$ cat src/rtl/lcd_sig_pkg.sv
package lcd_sig_pkg;

  // Inversion applied to the shift-clock phase; the sense flips with panel mode.
  function automatic logic sclk_invert(input logic tft, input logic pol);
    return tft ? pol : ~pol;
  endfunction

  // Whether the shift clock may run this cycle.
  function automatic logic sclk_allowed(input logic tft, input logic dv,
                                        input logic keep, input logic vs_idle,
                                        input logic idle_en);
    return !tft || ((dv || keep) && (!vs_idle || idle_en));
  endfunction

  // Whether the output enable strobe may pass this cycle.
  function automatic logic oe_allowed(input logic tft, input logic dv, input logic keep);
    return !tft || dv || keep;
  endfunction

endpackage

$ cat src/rtl/lcd_pix_div.sv
module lcd_pix_div #(
  parameter int DIV_W = 6
) (
  input  logic             clk,
  input  logic             rst_n,
  input  logic             load,
  input  logic [DIV_W-1:0] ratio_in,
  output logic             tick,
  output logic [DIV_W-1:0] ratio_sh
);
  logic [DIV_W-1:0] cnt;

  assign tick = (cnt >= ratio_sh);

  always_ff @(posedge clk) begin
    if (!rst_n) begin
      cnt      <= '0;
      ratio_sh <= '0;
    end else begin
      cnt <= tick ? '0 : cnt + 1'b1;
      if (load) ratio_sh <= ratio_in;
    end
  end
endmodule

$ cat src/rtl/lcd_acd_gen.sv
module lcd_acd_gen #(
  parameter int ACD_W = 7
) (
  input  logic             clk,
  input  logic             rst_n,
  input  logic             load,
  input  logic [ACD_W-1:0] period_in,
  input  logic             hold,
  input  logic             tick,
  output logic             acd,
  output logic [ACD_W-1:0] period_sh
);
  logic [ACD_W-1:0] cnt;
  logic             wrap;

  assign wrap = (cnt >= period_sh);

  always_ff @(posedge clk) begin
    if (!rst_n) begin
      cnt       <= '0;
      acd       <= 1'b0;
      period_sh <= '0;
    end else begin
      if (load) period_sh <= period_in;
      if (hold) begin
        cnt <= '0;
        acd <= 1'b0;
      end else if (tick) begin
        if (wrap) begin
          cnt <= '0;
          acd <= ~acd;
        end else begin
          cnt <= cnt + 1'b1;
        end
      end
    end
  end
endmodule

$ cat src/rtl/lcd_sclk_phase.sv
module lcd_sclk_phase (
  input  logic clk,
  input  logic rst_n,
  input  logic adv,
  input  logic run,
  output logic ph
);
  always_ff @(posedge clk) begin
    if (!rst_n)    ph <= 1'b0;
    else if (!run) ph <= 1'b0;
    else if (adv)  ph <= ~ph;
  end
endmodule

$ cat src/rtl/lcd_sig_cond.sv
module lcd_sig_cond #(
  parameter int DIV_W = 6,
  parameter int ACD_W = 7
) (
  input  logic             clk,
  input  logic             rst_n,
  input  logic             frm_i,
  input  logic             lp_i,
  input  logic             oe_i,
  input  logic             dv_i,
  input  logic             vs_idle_i,
  input  logic [DIV_W-1:0] cfg_pcd,
  input  logic [ACD_W-1:0] cfg_acd,
  input  logic             cfg_acd_src,
  input  logic             cfg_tft,
  input  logic             cfg_frm_pol,
  input  logic             cfg_lp_pol,
  input  logic             cfg_oe_pol,
  input  logic             cfg_sclk_pol,
  input  logic             cfg_keep_clk,
  input  logic             cfg_sclk_idle_en,
  output logic             pix_en,
  output logic             sclk_o,
  output logic             frm_o,
  output logic             lp_o,
  output logic             oe_o,
  output logic             acd_o
);
  import lcd_sig_pkg::*;

  logic             frm_q, lp_q, oe_q;
  logic             frm_rise, lp_rise, acd_tick;
  logic             sclk_run, sclk_ph;
  logic [DIV_W-1:0] pcd_sh;
  logic [ACD_W-1:0] acd_sh;

  always_ff @(posedge clk) begin
    if (!rst_n) begin
      frm_q <= 1'b0;
      lp_q  <= 1'b0;
      oe_q  <= 1'b0;
    end else begin
      frm_q <= frm_i;
      lp_q  <= lp_i;
      oe_q  <= oe_i && oe_allowed(cfg_tft, dv_i, cfg_keep_clk);
    end
  end

  assign frm_rise = frm_i && !frm_q;
  assign lp_rise  = lp_i && !lp_q;
  assign acd_tick = !cfg_tft && (cfg_acd_src ? lp_rise : frm_rise);
  assign sclk_run = sclk_allowed(cfg_tft, dv_i, cfg_keep_clk, vs_idle_i, cfg_sclk_idle_en);

  lcd_pix_div #(.DIV_W(DIV_W)) u_div (
    .clk(clk), .rst_n(rst_n), .load(frm_rise), .ratio_in(cfg_pcd),
    .tick(pix_en), .ratio_sh(pcd_sh)
  );

  lcd_acd_gen #(.ACD_W(ACD_W)) u_acd (
    .clk(clk), .rst_n(rst_n), .load(frm_rise), .period_in(cfg_acd),
    .hold(cfg_tft), .tick(acd_tick), .acd(acd_o), .period_sh(acd_sh)
  );

  lcd_sclk_phase u_ph (
    .clk(clk), .rst_n(rst_n), .adv(pix_en), .run(sclk_run), .ph(sclk_ph)
  );

  assign sclk_o = sclk_ph ^ sclk_invert(cfg_tft, cfg_sclk_pol);
  assign frm_o  = frm_q ^ cfg_frm_pol;
  assign lp_o   = lp_q ^ cfg_lp_pol;
  assign oe_o   = oe_q ^ cfg_oe_pol;
endmodule

$ cat config.mk
export PLATFORM = sky130hd
export DESIGN_NAME = lcd_sig_cond
export DESIGN_NICKNAME = d
export VERILOG_FILES = /design/src/rtl/lcd_sig_pkg.sv /design/src/rtl/lcd_pix_div.sv /design/src/rtl/lcd_acd_gen.sv /design/src/rtl/lcd_sclk_phase.sv /design/src/rtl/lcd_sig_cond.sv
export SDC_FILE = /design/constraint.sdc
export NUM_CORES = 1
export LEC_CHECK = 0
export BUFFER_PORTS_ARGS = -buffer_cell sky130_fd_sc_hd__buf_4
export CORE_AREA = 3 3 59 61
export DETAILED_ROUTE_END_ITERATION = 10
export DIE_AREA = 0 0 62 64
export PLACE_DENSITY = 0.8
export SLEW_MARGIN = 15
export SYNTH_ARGS = -nofsm -noshare
export SYNTH_HDL_FRONTEND = slang
export SYNTH_SLANG_ARGS = --single-unit
$ cat constraint.sdc
create_clock -name clk -period 4.6 [get_ports clk]
set_input_delay 0 -clock clk [delete_from_list [all_inputs] [get_ports clk]]
set_output_delay 0 -clock clk [all_outputs]
set_load 0.02 [all_outputs]
**After elaboration in Yosys (flattened, before gate mapping)**

Cells that the tools add are included.

- Output and inout port bits: 6
- Bits in registers: 31
- Bits of input ports: 28

- Reduce and logical (&&, ||, !) cells: 18
- Add/subtract/negate cells: 2
- Bitwise logic cells: 8
- Multiplexer cells: 3
- Order comparisons: 2

Operator list:

| operator | count |
|---|---|
| $add A7 B1 Y7 const B | 1 |
| $ge A7 B7 Y1 | 1 |
| $mux W7 | 1 |
| $add A6 B1 Y6 const B | 1 |
| $ge A6 B6 Y1 | 1 |
| $logic_and A1 B1 Y1 | 5 |
| $logic_or A1 B1 Y1 | 5 |
| $logic_not A1 Y1 | 4 |
| $not A1 Y1 | 4 |
| $reduce_and A2 Y1 | 2 |
| $reduce_or A2 Y1 | 2 |
| $xor A1 B1 Y1 | 4 |
| $mux W1 | 2 |

**Longest topological paths before layout**

- Depth after elaboration: 5
- Gate-level depth with buffers: 6
- Mapped depth without buffers: 6

**By module**

Synthesis repeated with hierarchy kept, for this count alone.

- Cells, all modules: 164
- Area, all modules: 1620.3 µm²

Modules (own cells, without submodules):

| module | seq. area each (µm²) | cells an instance | times used | area an instance (µm²) |
|---|---|---|---|---|
| lcd_acd_gen | 300.3 | 80 | 1 | 794.5 |
| lcd_pix_div | 240.2 | 62 | 1 | 616.8 |
| lcd_sig_cond | 60.1 | 19 | 1 | 173.9 |
| lcd_sclk_phase | 20.0 | 3 | 1 | 35.0 |

**Least setup slack after synthesis**

Ideal clock, no wire load.

- Kind: register -> register
- Start point: reg u_acd.cnt[0]
- End point: reg u_acd.cnt[5]
- Slack: 2.746 ns
- Required time: 4.513 ns
- Data arrival time: 1.768 ns
- Cell stages (with the launch flop): 7
- Period minus slack after synthesis: 1.854 ns
- Setup time: 0.087 ns
- Cell sequence: dfxtp_1 > inv_1 > ha_1 > or2b_2 > a211oi_1 > o211ai_1 > a221oi_2

- Cells in the longest elaborated chain, start to end: 2
- Elaborated cells on any way between the ends: 3

Ends and longest elaborated chain:

| item | line | RTL |
|---|---|---|
| start, declared | lcd_acd_gen.sv:13 | `logic [ACD_W-1:0] cnt;` |
| start signal, assigned | lcd_acd_gen.sv:33 | `cnt <= cnt + 1'b1;` |
| $add A7 B1 Y7 / $ge A7 B7 Y1 (equally long branches) | lcd_acd_gen.sv:33, lcd_acd_gen.sv:16 |  |
| $mux W7 * | lcd_acd_gen.sv:29 | `if (wrap) begin` |

Every way passes the cells marked *; elsewhere a longest branch is shown, timed or not.
A chain may end at the register's enable or synchronous reset.

**Final worst setup path**

Same ends and word-level chain as after synthesis.

==> impl_metrics.toml <==
[outcome]
status = "finished, final reports clean"

[worst_setup_path]
cp-end-kind = "flop"
crit_fanout = 7
cp_cell_sequence = "inv_1 > ha_1 > or2b_2 > a211oi_1 > o211ai_1 > a221oi_2"
slowest_stage = "dfxtp_1"
start_kind = "flop"
worstPathRequired_ps = 4860
r2r-start = "u_acd.cnt[0]"
arrival_ps = 2330
worstSetupStartpoint = "u_acd.cnt[0]"
cpPeakStageDelay_ps = 400
path_class = "reg -> reg"

[timing]
timing.final.crit_share_pct = 45.1
worstMarginPinSlew_ps = 875
timing_hold_violations_final = 0
setup_tns_ps = 0
drv_slew = 0
fmax_mhz = 482
skew_ps = 8.49
setup_violations = 0
maxSlewHeadroom_pct = 41.5
rsz0062_at_grt = "no"
fin_crit_ps = 2070

[layout]
final_nets = 293
diodes = 0
fill_cells = 236
final_cells = 295
drive_gt1_share_pct = 18.7
area_growth_pct = 32.2
final_cell_mix = "33 x buf_4, 31 x dfxtp_1, 29 x nand2_1"
mostFrequentLayoutCell = "buf_4"
final_cell_area_um2 = 2240

[placement]
numPortBuffers = 33
dp.cells = 266
detailedPlacementHpwl_um = 2510
place_congestion = 0.907
post_dp_cell_area_um2 = 1960

[cts]
clock_path_buffers = 2
cts.root.buffer_cell = "clkbuf_4"
cts.sinks = 31
htree_num_levels = 2
clkTransAtPathRegs_ps = 100
postCtsSetupBuffers = 0
cts_made_buffers = 5
insertion_delay_ps = 330
tritoncts = "built"

[drt]
wire_per_inst_um = 12.2
vias = 1499
drc_errors = 0
drt-pass1-iter-count = 4
wl_um = 3610
viasPerCell = 5.08
drt_iter0_markers = 63
ant_nets = 0

[yosys]
syn_nets = 238
seq_area_frac_synth_pct = 36.6
synthCells = 195
avgSynthCellArea_um2 = 8.71
synth_top_area_cell = "dfxtp_1"
synth_top_area_share_pct = 36.6
syn-cell-area_um2 = 1700
ys_seq_elements = 31
yosys_most_used_dff = "dfxtp_1"
ys_types = 39
synth_edf_count = 0
yosys_warnings = 0
synth_area_leaders = "dfxtp_1 37%, ha_1 11%, nand2_1 6.4%"
synthArstFlopShare_pct = 0

[power_and_ir_drop]
power.density_nw_per_um2 = 269
p_leak_nw = 0.942
vdd_ir_drop_max_mv = 0.217

[global_routing]
grt_start_max_net_pins = 15
antenna_found_initial = 0
grt_pass1_vias = 1429
overflow = 0
grt_pass1_wl_um = 6050
grtUsageTotal_pct = 19.9

[die]
die_y_um = 64
start_util_pct = 56.1
die_x_um = 62
rows = 20
die_area_um2 = 3970
core-area_um2 = 3030
io_pins = 34

[hold_path]
hp-start = "cfg_tft"
hold_class = "in -> reg"

[run]
maxCapViolations = 0
what timing repair did:
| item | in CTS | in global routing |
|---|---|---|
| endpoints found under the hold margin | 18 | 0 |
| resized for setup | 0 | 0 |
| hold buffers | 21 | 0 |
power breakdown:
group / switching (mW) / total, mW / internal (mW)
clock network: 0.0942 / 0.184 / 0.0899
logic: 0.0623 / 0.127 / 0.0650
registers: 0.00984 / 0.291 / 0.282
total: 0.166 / 0.603 / 0.436
state kept, by name (all words and copies together), names as in the netlist:
name,flops
u_div.cnt,6
frm_q,1
u_acd.acd,1
u_div.ratio_sh,6
u_ph.ph,1
lp_q,1
oe_q,1
u_acd.period_sh,7
u_acd.cnt,7
per-stage QoR:
step / hold WS [ps] / util (%) / worst slack [ps] / total power, mW
after detailed placement: 238 / 64.7 / 2550 / 0.410
final: 146 / 74.1 / 2530 / 0.603
after global placement: 223 / 64.7 / 2590 / 0.407
after CTS: 131 / 73.9 / 2510 / 0.605
after floorplan: 87.0 / - / 2750 / 0.366
after global routing: 160 / 74.1 / 2270 / 0.634
metal layers:
metal / global-route usage, % / vias up / wire, um
li1: - / 787 / -
met1: 26.0 / 665 / 1730
met2: 30.8 / 41 / 1640
met3: 6.06 / 6 / 182
met4: 6.37 / 0 / 57
met5: 0 / - / 0
path summary, 6_finish.rpt:
path | endpoint | slack (ps) | cells past startpoint
max | u_acd.cnt[5] | 2530 | 6
min | u_ph.ph | 150 | 4
max reg2reg | u_acd.cnt[5] | 2530 | 6
min reg2reg | u_acd.period_sh[6] | 460 | 2
area by class of cell:
class                   count  area (um2)  area share, %
multi-input cells         141         978           43.6
flip-flops and latches     31         621           27.6
repair buffers             54         458           20.4
clock buffers               8        68.8           3.07
inverters                  17        63.8           2.84
well taps                  44        55.1           2.45
worst max-delay path, delay by kind of cell, from the launching register on:
kind	cells	cell delay, ps
AOI/OAI and AO/OA	3	990
DFF	1	400
and+or+nand+nor	1	280
adders and majority gates	1	260
buffers and inverters	1	70
logic make-up after synthesis:
group / after synthesis / synth area share, %
simple gates: 68 / 21.4
compound gates: 42 / 16.4
flops: 31 / 36.6
buf+inv: 23 / 6.19
fa+ha+maj: 15 / 11.1
xor+xnor: 14 / 7.22
mux: 2 / 1.18
Yosys cell counts, types with 3 or more instances:
| cell | count |
|---|---|
| dfxtp_1 | 31 |
| a21oi_1 | 16 |
| and3_1 | 3 |
| nor2_1 | 8 |
| o211ai_1 | 4 |
| clkbuf_1 | 3 |
| nor2b_1 | 4 |
| inv_1 | 17 |
| a211oi_1 | 8 |
| o21ai_0 | 6 |
| nand2_1 | 29 |
| xnor2_1 | 4 |
| nand3_1 | 4 |
| and2_1 | 3 |
| xor2_1 | 10 |
| ha_1 | 15 |
Power figures use the tool's default switching activity.
